## config.mk

```make
export PLATFORM = sky130hd
export DESIGN_NAME = tilemul
export DESIGN_NICKNAME = d
export VERILOG_FILES = /design/src/rtl/tilemul_pkg.sv /design/src/rtl/tilemul_tile.sv /design/src/rtl/tilemul_array.sv /design/src/rtl/tilemul_sum.sv /design/src/rtl/tilemul.sv
export SDC_FILE = /design/constraint.sdc
export NUM_CORES = 1
export LEC_CHECK = 0
export BUFFER_PORTS_ARGS = -buffer_cell sky130_fd_sc_hd__buf_2
export CORE_MARGIN = 4
export CORE_UTILIZATION = 50
export CTS_CLUSTER_DIAMETER = 200
export DETAILED_ROUTE_END_ITERATION = 8
export PLACE_DENSITY = 0.79
export RECOVER_POWER = 25
export SLEW_MARGIN = 30
export SYNTH_ARGS = -nofsm -noshare
export SYNTH_HDL_FRONTEND = slang
export SYNTH_SLANG_ARGS = --single-unit
```

## constraint.sdc

```tcl
create_clock -name clk_i -period 2.8 [get_ports clk_i]
set_clock_uncertainty 0.15 [all_clocks]
set_input_delay 0.14 -clock clk_i [delete_from_list [all_inputs] [get_ports clk_i]]
set_output_delay 0.14 -clock clk_i [all_outputs]
set_load 0.05 [all_outputs]
```

## src/rtl/tilemul_pkg.sv

```systemverilog
package tilemul_pkg;

  typedef enum logic [1:0] {
    MODE_FULL    = 2'b00,
    MODE_HALF    = 2'b01,
    MODE_QUARTER = 2'b10,
    MODE_ALTFULL = 2'b11
  } mode_e;

  // chunk pair (i,j) contributes only when both chunks sit in one lane
  function automatic logic pair_enabled(mode_e m, int i, int j, int n);
    int grp;
    case (m)
      MODE_HALF:    grp = n / 2;
      MODE_QUARTER: grp = n / 4;
      default:      grp = n;
    endcase
    return (i / grp) == (j / grp);
  endfunction

endpackage

```

## src/rtl/tilemul_tile.sv

```systemverilog
module tilemul_tile #(
  parameter int TILE_W = 4
) (
  input  logic [TILE_W-1:0]   a_i,
  input  logic [TILE_W-1:0]   b_i,
  input  logic                en_i,
  output logic [2*TILE_W-1:0] p_o
);
  logic [TILE_W-1:0] a_g, b_g;

  // operand gating keeps disabled tiles quiet
  assign a_g = en_i ? a_i : '0;
  assign b_g = en_i ? b_i : '0;
  assign p_o = (2*TILE_W)'(a_g) * (2*TILE_W)'(b_g);
endmodule

```

## src/rtl/tilemul_array.sv

```systemverilog
module tilemul_array
  import tilemul_pkg::*;
#(
  parameter int TILE_W  = 4,
  parameter int N_CHUNK = 4,
  localparam int OP_W   = TILE_W * N_CHUNK,
  localparam int N_PAIR = N_CHUNK * N_CHUNK
) (
  input  logic [OP_W-1:0]                  a_i,
  input  logic [OP_W-1:0]                  b_i,
  input  mode_e                            mode_i,
  output logic [N_PAIR-1:0][2*TILE_W-1:0]  pp_o
);
  for (genvar i = 0; i < N_CHUNK; i++) begin : g_a
    for (genvar j = 0; j < N_CHUNK; j++) begin : g_b
      logic en;
      assign en = pair_enabled(mode_i, i, j, N_CHUNK);
      tilemul_tile #(.TILE_W(TILE_W)) u_tile (
        .a_i (a_i[i*TILE_W +: TILE_W]),
        .b_i (b_i[j*TILE_W +: TILE_W]),
        .en_i(en),
        .p_o (pp_o[i*N_CHUNK + j])
      );
    end
  end
endmodule

```

## src/rtl/tilemul_sum.sv

```systemverilog
module tilemul_sum #(
  parameter int TILE_W  = 4,
  parameter int N_CHUNK = 4,
  localparam int RES_W  = 2 * TILE_W * N_CHUNK,
  localparam int N_PAIR = N_CHUNK * N_CHUNK
) (
  input  logic [N_PAIR-1:0][2*TILE_W-1:0] pp_i,
  output logic [RES_W-1:0]                sum_o
);
  // weight of pair (i,j) is (i+j) tiles; same adder serves every mode
  always_comb begin
    sum_o = '0;
    for (int k = 0; k < N_PAIR; k++) begin
      sum_o = sum_o + (RES_W'(pp_i[k]) << ((k / N_CHUNK + k % N_CHUNK) * TILE_W));
    end
  end
endmodule

```

## src/rtl/tilemul.sv

```systemverilog
module tilemul
  import tilemul_pkg::*;
#(
  parameter int TILE_W  = 4,
  parameter int N_CHUNK = 4,
  localparam int OP_W   = TILE_W * N_CHUNK,
  localparam int RES_W  = 2 * OP_W,
  localparam int N_PAIR = N_CHUNK * N_CHUNK
) (
  input  logic             clk_i,
  input  logic             rst_ni,
  input  logic             valid_i,
  input  logic [1:0]       mode_i,
  input  logic [OP_W-1:0]  a_i,
  input  logic [OP_W-1:0]  b_i,
  output logic             valid_o,
  output logic [RES_W-1:0] prod_o
);
  logic [N_PAIR-1:0][2*TILE_W-1:0] pp;
  logic [RES_W-1:0]                sum;

  tilemul_array #(.TILE_W(TILE_W), .N_CHUNK(N_CHUNK)) u_array (
    .a_i   (a_i),
    .b_i   (b_i),
    .mode_i(mode_e'(mode_i)),
    .pp_o  (pp)
  );

  tilemul_sum #(.TILE_W(TILE_W), .N_CHUNK(N_CHUNK)) u_sum (
    .pp_i (pp),
    .sum_o(sum)
  );

  always_ff @(posedge clk_i or negedge rst_ni) begin
    if (!rst_ni) begin
      valid_o <= 1'b0;
      prod_o  <= '0;
    end else begin
      valid_o <= valid_i;
      if (valid_i) prod_o <= sum;
    end
  end
endmodule

```

## Word-level counts from Yosys, hierarchy flattened

Index checks and enable logic that the tools add are counted.

- Register bits: 33
- Output and inout bits: 33
- Word-level logic and storage cells: 76

- $add $sub $neg: 15
- Multipliers: 16
- Div/mod/pow operators: 4
- Equal/unequal tests: 14
- Mux-type cells: 25

Operators with widths:

| operator | count |
|---|---|
| $eq 32x32->1 | 12 |
| $add 32x20->32 | 4 |
| $mul 4x4->8 | 16 |
| $add 32x16->32 | 3 |
| $add 32x24->32 | 3 |
| $mux 4 | 24 |
| $add 32x28->32 | 2 |
| $div 3x32->32 const A | 2 |
| $add 32x12->32 | 1 |
| $add 32x32->32 | 1 |
| $div 1x32->32 const A | 1 |
| $div 2x32->32 const A | 1 |
| $add 8x12->13 | 1 |
| $pmux 3 s2 | 1 |
| $eq 2x1->1 const B | 1 |
| $eq 2x2->1 const B | 1 |

## Depth between registers and ports, before layout

Gate-level depths: netlist (run 1).

- Depth after elaboration: 21
- Mapped depth: 28
- Gate-level depth less buffers: 27

## Hierarchy

A second synthesis (run 1) with hierarchy kept.

- Cell total of the unflattened synthesis: 1,270
- Area total of the unflattened synthesis: 12,508.2 µm²

Modules (own cells, without submodules):

| module | times used | cells each | area an instance (µm²) | seq. area each (µm²) |
|---|---|---|---|---|
| tilemul_tile at u_array.g_a[1].g_b[3].u_tile ... | 9 | 52 | 455.4 | 0.0 |
| tilemul_sum | 1 | 365 | 3,713.6 | 0.0 |
| tilemul_tile at u_array.g_a[0].g_b[0].u_tile ... | 7 | 52 | 471.7 | 0.0 |
| tilemul | 1 | 69 | 1,370.1 | 825.8 |
| tilemul_array | 1 | 4 | 23.8 | 0.0 |

## Worst setup path after synthesis (run 1)

No wires, ideal clock.

- Kind: input-to-reg
- Start: input mode_i[0]
- End: register prod_o[30]
- Setup time: 0.125 ns
- Arrival time: 7.148 ns
- Data required time: 2.525 ns
- Setup slack: -4.623 ns
- Stages on the path: 26
- Path buffers: 1
- Path through: inv_1 ha_1 clkbuf_1 nor2b_1 nand2_1 fa_1 inv_1 fa_1 fa_1 ha_1 ha_1 inv_1 o21bai_1 a21oi_1 xnor2_1 fa_1 fa_1 fa_1 ha_1 fa_1 a21o_1 a311o_1 nand2_1 o311ai_2 a31oi_1 mux2_2

- Cells in the longest elaborated chain, start to end: 21

RTL lines:

| what | RTL line | source |
|---|---|---|
| start: declaration | tilemul.sv:13 | `input logic [1:0] mode_i,` |
| $eq 2x2->1 or $eq 2x1->1 (tied branches) | tilemul_pkg.sv:13 | `case (m)` |
| $pmux 3 s2 (*) | tilemul_pkg.sv:13 |  |
| $div 1x32->32 or $div 2x32->32 (tied branches) | tilemul_pkg.sv:18 | `return (i / grp) == (j / grp);` |
| $eq 32x32->1 | tilemul_pkg.sv:18 |  |
| $mux 4, on equally long branches | tilemul_tile.sv:12, tilemul_tile.sv:13 |  |
| $mul 4x4->8 | tilemul_tile.sv:14 | `assign p_o = (2*TILE_W)'(a_g) * (2*TILE_W)'(b_g);` |
| $add 8x12->13 | tilemul_sum.sv:14 | `sum_o = sum_o + (RES_W'(pp_i[k]) << ((k / N_CHUNK + k % N_CHUNK) * TILE_W));` |
| $add 32x16->32 | tilemul_sum.sv:14 |  |
| [5 not listed] | - |  |
| $add 32x16->32 | tilemul_sum.sv:14 |  |
| $add 32x20->32 | tilemul_sum.sv:14 |  |
| $add 32x24->32 | tilemul_sum.sv:14 |  |
| $add 32x28->32 | tilemul_sum.sv:14 |  |
| $add 32x20->32 | tilemul_sum.sv:14 |  |
| $add 32x24->32 | tilemul_sum.sv:14 |  |
| $add 32x28->32 (*) | tilemul_sum.sv:14 |  |
| $add 32x32->32 (*) | tilemul_sum.sv:14 |  |
| end signal: assignment | tilemul.sv:40 | `if (valid_i) prod_o <= sum;` |
| end: declaration | tilemul.sv:17 | `output logic [RES_W-1:0] prod_o` |

Mark *: on every way between the ends. The rest lies on a longest branch, timed or not.
A chain may end at the register's enable or synchronous reset.

## Worst setup path after layout (run 1)

Ends and elaborated chain as after synthesis.

==> results of run 1 <==
layout by cell type, fill, tap and decap left out, types with 3 or more instances in the layout:
| cell | n |
|---|---|
| o21ai_0 | 8 |
| o211ai_1 | 5 |
| ha_4 | 39 |
| xnor2_1 | 56 |
| and3_1 | 73 |
| nor2_1 | 16 |
| o21ai_1 | 4 |
| ha_1 | 231 |
| clkbuf_16 | 5 |
| clkbuf_1 | 18 |
| nand2_2 | 7 |
| nand2_4 | 4 |
| dfrtp_1 | 33 |
| xnor2_2 | 3 |
| buf_6 | 20 |
| fa_1 | 126 |
| xor2_1 | 18 |
| nand4_1 | 5 |
| buf_4 | 216 |
| a21oi_1 | 52 |
| o311ai_1 | 3 |
| inv_1 | 213 |
| and2_1 | 76 |
| fa_2 | 11 |
| mux2_4 | 7 |
| nand3_1 | 68 |
| a21oi_2 | 25 |
| buf_2 | 45 |
| nand2_1 | 71 |
| o21bai_1 | 18 |
| a21o_1 | 38 |
| nand3_2 | 4 |
| nor2b_1 | 15 |
| mux2_2 | 13 |
| inv_2 | 7 |
| a31oi_1 | 3 |
| nor2b_4 | 4 |
power breakdown:
group,leakage [nW],switching [mW],internal [mW],total (mW)
combinational,8.16,8.63,8.39,17.0
sequential,0.390,0.131,0.752,0.883
clock,0.0706,0.218,0.327,0.545
state kept, by name (all words and copies together) (netlist names):
signal / cells
prod_o: 32
valid_o: 1
per-layer routing:
| layer | share of wire, % | up-vias |
|---|---|---|
| li1 | - | 5044 |
| met4 | 5.0 | 2 |
| met1 | 40 | 5227 |
| met5 | 0.025 | - |
| met3 | 4.1 | 110 |
| met2 | 51 | 279 |
final cells by class:
type	count	area (µm²)
clock inverters	2	10.0
well taps	319	399
fillers	1790	8070
multi-input cells	1055	11100
flip-flops and latches	33	826
clock buffers	6	129
inverters	222	841
repair buffers	302	2200
through the flow:
step                hold slack [ns]  total power, mW  std cells  setup TNS (ns)  setup WS (ns)
floorplan                    -0.306             10.9       1366          -86.03          -3.86
global placement              0.108             15.7       1915          -96.59          -4.16
detailed placement            0.123             16.1       1915          -98.82          -4.26
CTS                          0.0450             17.8       1936          -86.83          -3.82
global route                 0.0932             20.0       1939          -91.76          -4.00
finish                       0.0487             18.4       1939          -86.91          -3.84
cell families (layout without fill, tap and decap cells):
kind of cell,Yosys count,count (layout)
xor gates and xnor gates,81,81
adders and majority gates,408,408
muxes,21,21
DFF,33,33
and+or+nand+nor,364,364
buffers and inverters,278,532
AOI/OAI and AO/OA,181,181
worst max-delay path by stage:
stage               startpoint    endpoint  slack, ns  cells after the start
CTS                  mode_i[0]  prod_o[28]      -3.82                     27
detailed placement   mode_i[0]  prod_o[30]      -4.26                     26
global placement     mode_i[0]  prod_o[30]      -4.16                     26
finish               mode_i[0]  prod_o[30]      -3.84                     27
floorplan            mode_i[0]  prod_o[30]      -3.86                     26
global route         mode_i[0]  prod_o[30]      -4.00                     26
worst max-delay path: stages:
cell      delay, ns
buf_8          0.08
inv_8          0.03
ha_4           0.19
nor2b_4        0.13
nand2_2        0.06
fa_1           0.53
inv_1          0.05
fa_1           0.47
fa_1           0.54
ha_4           0.22
ha_4           0.28
nand3_2        0.08
a21bo_2        0.22
and3b_1        0.23
fa_2           0.45
inv_2          0.08
fa_2           0.45
fa_2           0.58
inv_2          0.05
ha_4           0.26
ha_4           0.19
a21o_1         0.17
a311o_1        0.35
nand2_2        0.15
o311ai_4       0.13
a31oi_1        0.19
mux2_2         0.35
what timing repair did:
| action | in CTS | in global routing |
|---|---|---|
| buffers inserted | 12 | 4 |
| pin swaps | 46 | 25 |
| setup endpoints to repair | 28 | 28 |
| hold buffers | 1 | 0 |
| gates resized for setup | 79 | 34 |
| hold endpoints to repair | 33 | 0 |
==> impl_metrics.ini, run 1 <==
[global_route]
globalRouteMet1Util_pct = 29.5
grt_max_degree = 34
grt_pass1_vias = 11400
met2_usage_pct = 44.5
met3_usage_pct = 2.83
grt_use_total_pct = 24.7
overflow = 0
antenna_found_initial = 1
busiest_layer = met2
grt_pass1_wl_mm = 53.9

[hold_path]
hold_end = prod_o[31]
hold_path.class = input pin to flip-flop
worstHoldStart = valid_i
min_path_cells = 2

[floorplan]
fp.coreArea_um2 = 23600
start_util_pct = 51.1
die_h_um = 163
die_w_um = 163
rows = 56
dieArea_um2 = 26700
io_pins = 70

[sta]
rsz0062_at_grt = yes
worst_slack_ns = -3.84
tightest_slew_ns = 0.888
relSlewSlack_pct = 40.8
drv_slew = 0
timing.final.crit_period_ns = 6.64
fmax_mhz = 151
layout_worst_path_cycle_share_pct = 237
hold_viol = 0
setup_viol = 27

[critical_path]
criticalPathCategory = input pin to flip-flop
arrival_ns = 6.66
cp_max_fo = 5
endpoint_kind = flip-flop
startpoint_type = input pin
r2r_slack_ns = 1.53
cp.required_ns = 2.82
r2r-end = prod_o[17]
regToRegStartpoint = prod_o[17]
reg2reg_depth = 3

[final_layout]
fin_nets = 2064
design_area_um2 = 15500
syn_to_final_growth_pct = 28.9
drive_above_1_share_pct = 27.5
diodes = 0
fin_util_pct = 65.8

[yosys]
synthFlopType = dfrtp_1
netlist_instances = 1366
yosys_warnings = 0
synth.largest_area_cell = ha_1
yosysMostFrequentCell = ha_1
synth-compound-area-share_pct = 9.67
synth-xor-area-share_pct = 5.88
synth_area_um2 = 12100
synth_cell_types = 48
synth_edf_count = 0
synth_top_family_by_area = adder cells
synthTopCellsByCount = 271 x ha_1, 221 x inv_1, 137 x fa_1
synthAdderAreaFrac_pct = 50.9
netlist_top_cells_area = ha_1 28%, fa_1 23%, inv_1 6.9%
yosys.area.top_type_share_pct = 28.1
ys_seq_area_share_pct = 6.85
synthArstFlopShare_pct = 100
muxShareOfSynthArea_pct = 1.95
synth_area_per_cell_um2 = 8.83
synth_nets = 1811
yosys.area_share.simple_pct = 16.1
synth_seq_cells = 33

[route]
antenna_left = 0
firstDrtPassIters = 5
finalWirelength_mm = 32.5
route.detailed.drc = 0
via_per_inst = 5.50
vias = 10700
post_drt_wl_per_cell_um = 16.8
drt_iter0_drc = 598

[status]
status = finished, violations left
violations = setup timing

[clock_network]
htree_levels = 2
clk_latency_ns = 0.28
cts_tree = done
cts_buffers = 5
clk_pin_slew_ns = 0.06
root_buffer = clkbuf_16
clock_path_buffers = 2
cts.sinks = 33

[placement]
io_buffers = 69
hpwl_mm = 26.8
gp_congestion = 0.956
dpl_cell_area_um2 = 14700

[pwr]
power_density_nw_per_um2 = 1190
leakage_nw = 8.62
vdd_ir_drop_max_v = 0.00130

[flow_run]
cap_viol_max_count = 0
Note: power is estimated with default switching activity, not from simulation.
==> inputs of run 2 (changes only) <==
Settings changed: SYNTH_HIERARCHICAL set to 1.
==> impl_metrics.ini, run 2 <==
[flow_run]
cap_viol_max_count = 0

[route]
finalWirelength_mm = 43.5
vias = 12500
firstDrtPassIters = 5
antenna_left = 0
drt_iter0_drc = 1166
route.detailed.drc = 0
via_per_inst = 6.28
post_drt_wl_per_cell_um = 21.9

[global_route]
grt_use_total_pct = 28.2
grt_pass1_vias = 13100
grt_pass1_wl_mm = 64.9
overflow = 0
antenna_found_initial = 1
grt_max_degree = 35

[floorplan]
dieArea_um2 = 27600
rows = 57
io_pins = 70
die_h_um = 166
start_util_pct = 51.1
die_w_um = 166
fp.coreArea_um2 = 24500

[final_layout]
largest_reg_flops = 32
registers.top_by_ff_count = prod_o
fin_util_pct = 70.8
design_area_um2 = 17300
syn_to_final_growth_pct = 38.5
mostFrequentLayoutCell = buf_4
drive_above_1_share_pct = 40.2
diodes = 0
reg_top3 = prod_o: 32 flops, valid_o: 1 flops
layout_common_cells = 295 x buf_4, 226 x ha_1, 206 x and3_1
fin_nets = 2104

[sta]
setup_tns_ns = -93.27
fmax_mhz = 145
tightest_slew_ns = 0.755
setup_viol = 28
hold_viol = 0
drv_slew = 0
timing.final.crit_period_ns = 6.91
holdWs_ns = 0.202
worst_slack_ns = -4.11
relSlewSlack_pct = 49.6
rsz0062_at_grt = yes
layout_worst_path_cycle_share_pct = 247

[critical_path]
critical_path.top_delay_family = adder cells
criticalPathCategory = input pin to flip-flop
cp.depth = 30
crit_start = a_i[0]
cp_common_cell = fa_2
startpoint_type = input pin
endpoint_kind = flip-flop
cp.required_ns = 2.86
cp_max_fo = 15
cp_num_buf_inv = 6
regToRegStartpoint = prod_o[28]
arrival_ns = 6.97
critical-path-max-stage-delay_ns = 0.57
crit_path_top_delay_cell = fa_2
reg2reg_depth = 1

[status]
violations = setup timing
status = finished, violations left

[hold_path]
worstHoldStart = valid_i
min_path_cells = 1
hold_path.class = input pin to flip-flop

[yosys]
synthTopCellsByCount = 271 x ha_1, 210 x and3_1, 135 x fa_1
yosys.area.top_type_share_pct = 27.1
netlist_top_cells_area = ha_1 27%, fa_1 22%, and3_1 11%
netlist_instances = 1270
synth_area_um2 = 12500
yosysMostFrequentCell = ha_1
yosys_warnings = 6
synthFlopType = dfrtp_1
synth_seq_cells = 33
synth.largest_area_cell = ha_1
synthArstFlopShare_pct = 100
synth_edf_count = 0
ys_seq_area_share_pct = 6.60
synth_cell_types = 53
synth_area_per_cell_um2 = 9.85

[pwr]
power_mw = 19.0
vdd_ir_drop_max_v = 0.00126
power_density_nw_per_um2 = 1090
leakage_nw = 9.66

[clock_network]
clk_pin_slew_ns = 0.05
cts_tree = done
clock_path_buffers = 2
cts_buffers = 5
htree_levels = 2
root_buffer = clkbuf_16
cts.sinks = 33
clk_latency_ns = 0.28

[placement]
hpwl_mm = 29.8
io_buffers = 69
gp_congestion = 0.933
dpl_cell_area_um2 = 15900
run 2: cell count changes in the layout (fill, tap and decap cells not counted), sizes merged, moves of 23 or more:
cell and delta:
a21oi -27, and2 -76, and3 +137, buf +103, conb +28, inv -125
nand2 -62, o21ai +23
run 2: final timing paths:
kind | to | slack, ns
setup / recovery | prod_o[28] | -4.11
hold / removal | valid_o | 0.20
setup reg to reg | prod_o[28] | 1.76
hold reg to reg | prod_o[0] | 0.35
max in group asynchronous | prod_o[0] | 1.69
min in group asynchronous | prod_o[29] | 0.31
run 2: cell families after synthesis:
kind of cell | after synthesis | share of synthesized area, %
buffers and inverters | 129 | 4.74
and+or+nand+nor | 385 | 18.6
DFF | 33 | 6.60
muxes | 35 | 4.02
other | 1 | 0.0300
xor gates and xnor gates | 73 | 5.11
adders and majority gates | 406 | 48.7
AOI/OAI and AO/OA | 208 | 12.1
run 2: metrics by stage:
step	worst slack, ns	cells
floorplan	-3.83	1297
global placement	-4.05	1952
detailed placement	-4.22	1952
CTS	-3.71	1976
global route	-4.19	1985
finish	-4.11	1985
run 2: layout make-up:
| type | instances | area [µm²] |
|---|---|---|
| clock buffers | 5 | 125 |
| fillers | 1598 | 7140 |
| well taps | 324 | 405 |
| multi-input cells | 1135 | 12600 |
| flip-flops and latches | 33 | 826 |
| repair buffers | 389 | 2990 |
| inverters | 97 | 375 |
| clock inverters | 2 | 35.0 |
run 2: layer usage:
| layer | routed length (µm) | GRT usage (%) |
|---|---|---|
| met3 | 2780 | 3.67 |
| met1 | 15900 | 33.4 |
| met5 | 13 | 0 |
| met4 | 3220 | 12.9 |
| met2 | 21700 | 50.6 |
run 2: what timing repair did:
action / 4_1_cts / 5_1_grt
gates cloned: 2 / 0
hold buffers: 1 / 0
endpoints found under the setup margin: 28 / 28
hold endpoints to repair: 33 / 0
gates resized for setup: 112 / 71
pin swaps: 70 / 63
buffers inserted: 14 / 10
run 2: power by group:
part	switching, mW	internal [mW]
Sequential	0.144	0.729
Clock	0.205	0.413
Combinational	9.07	8.40
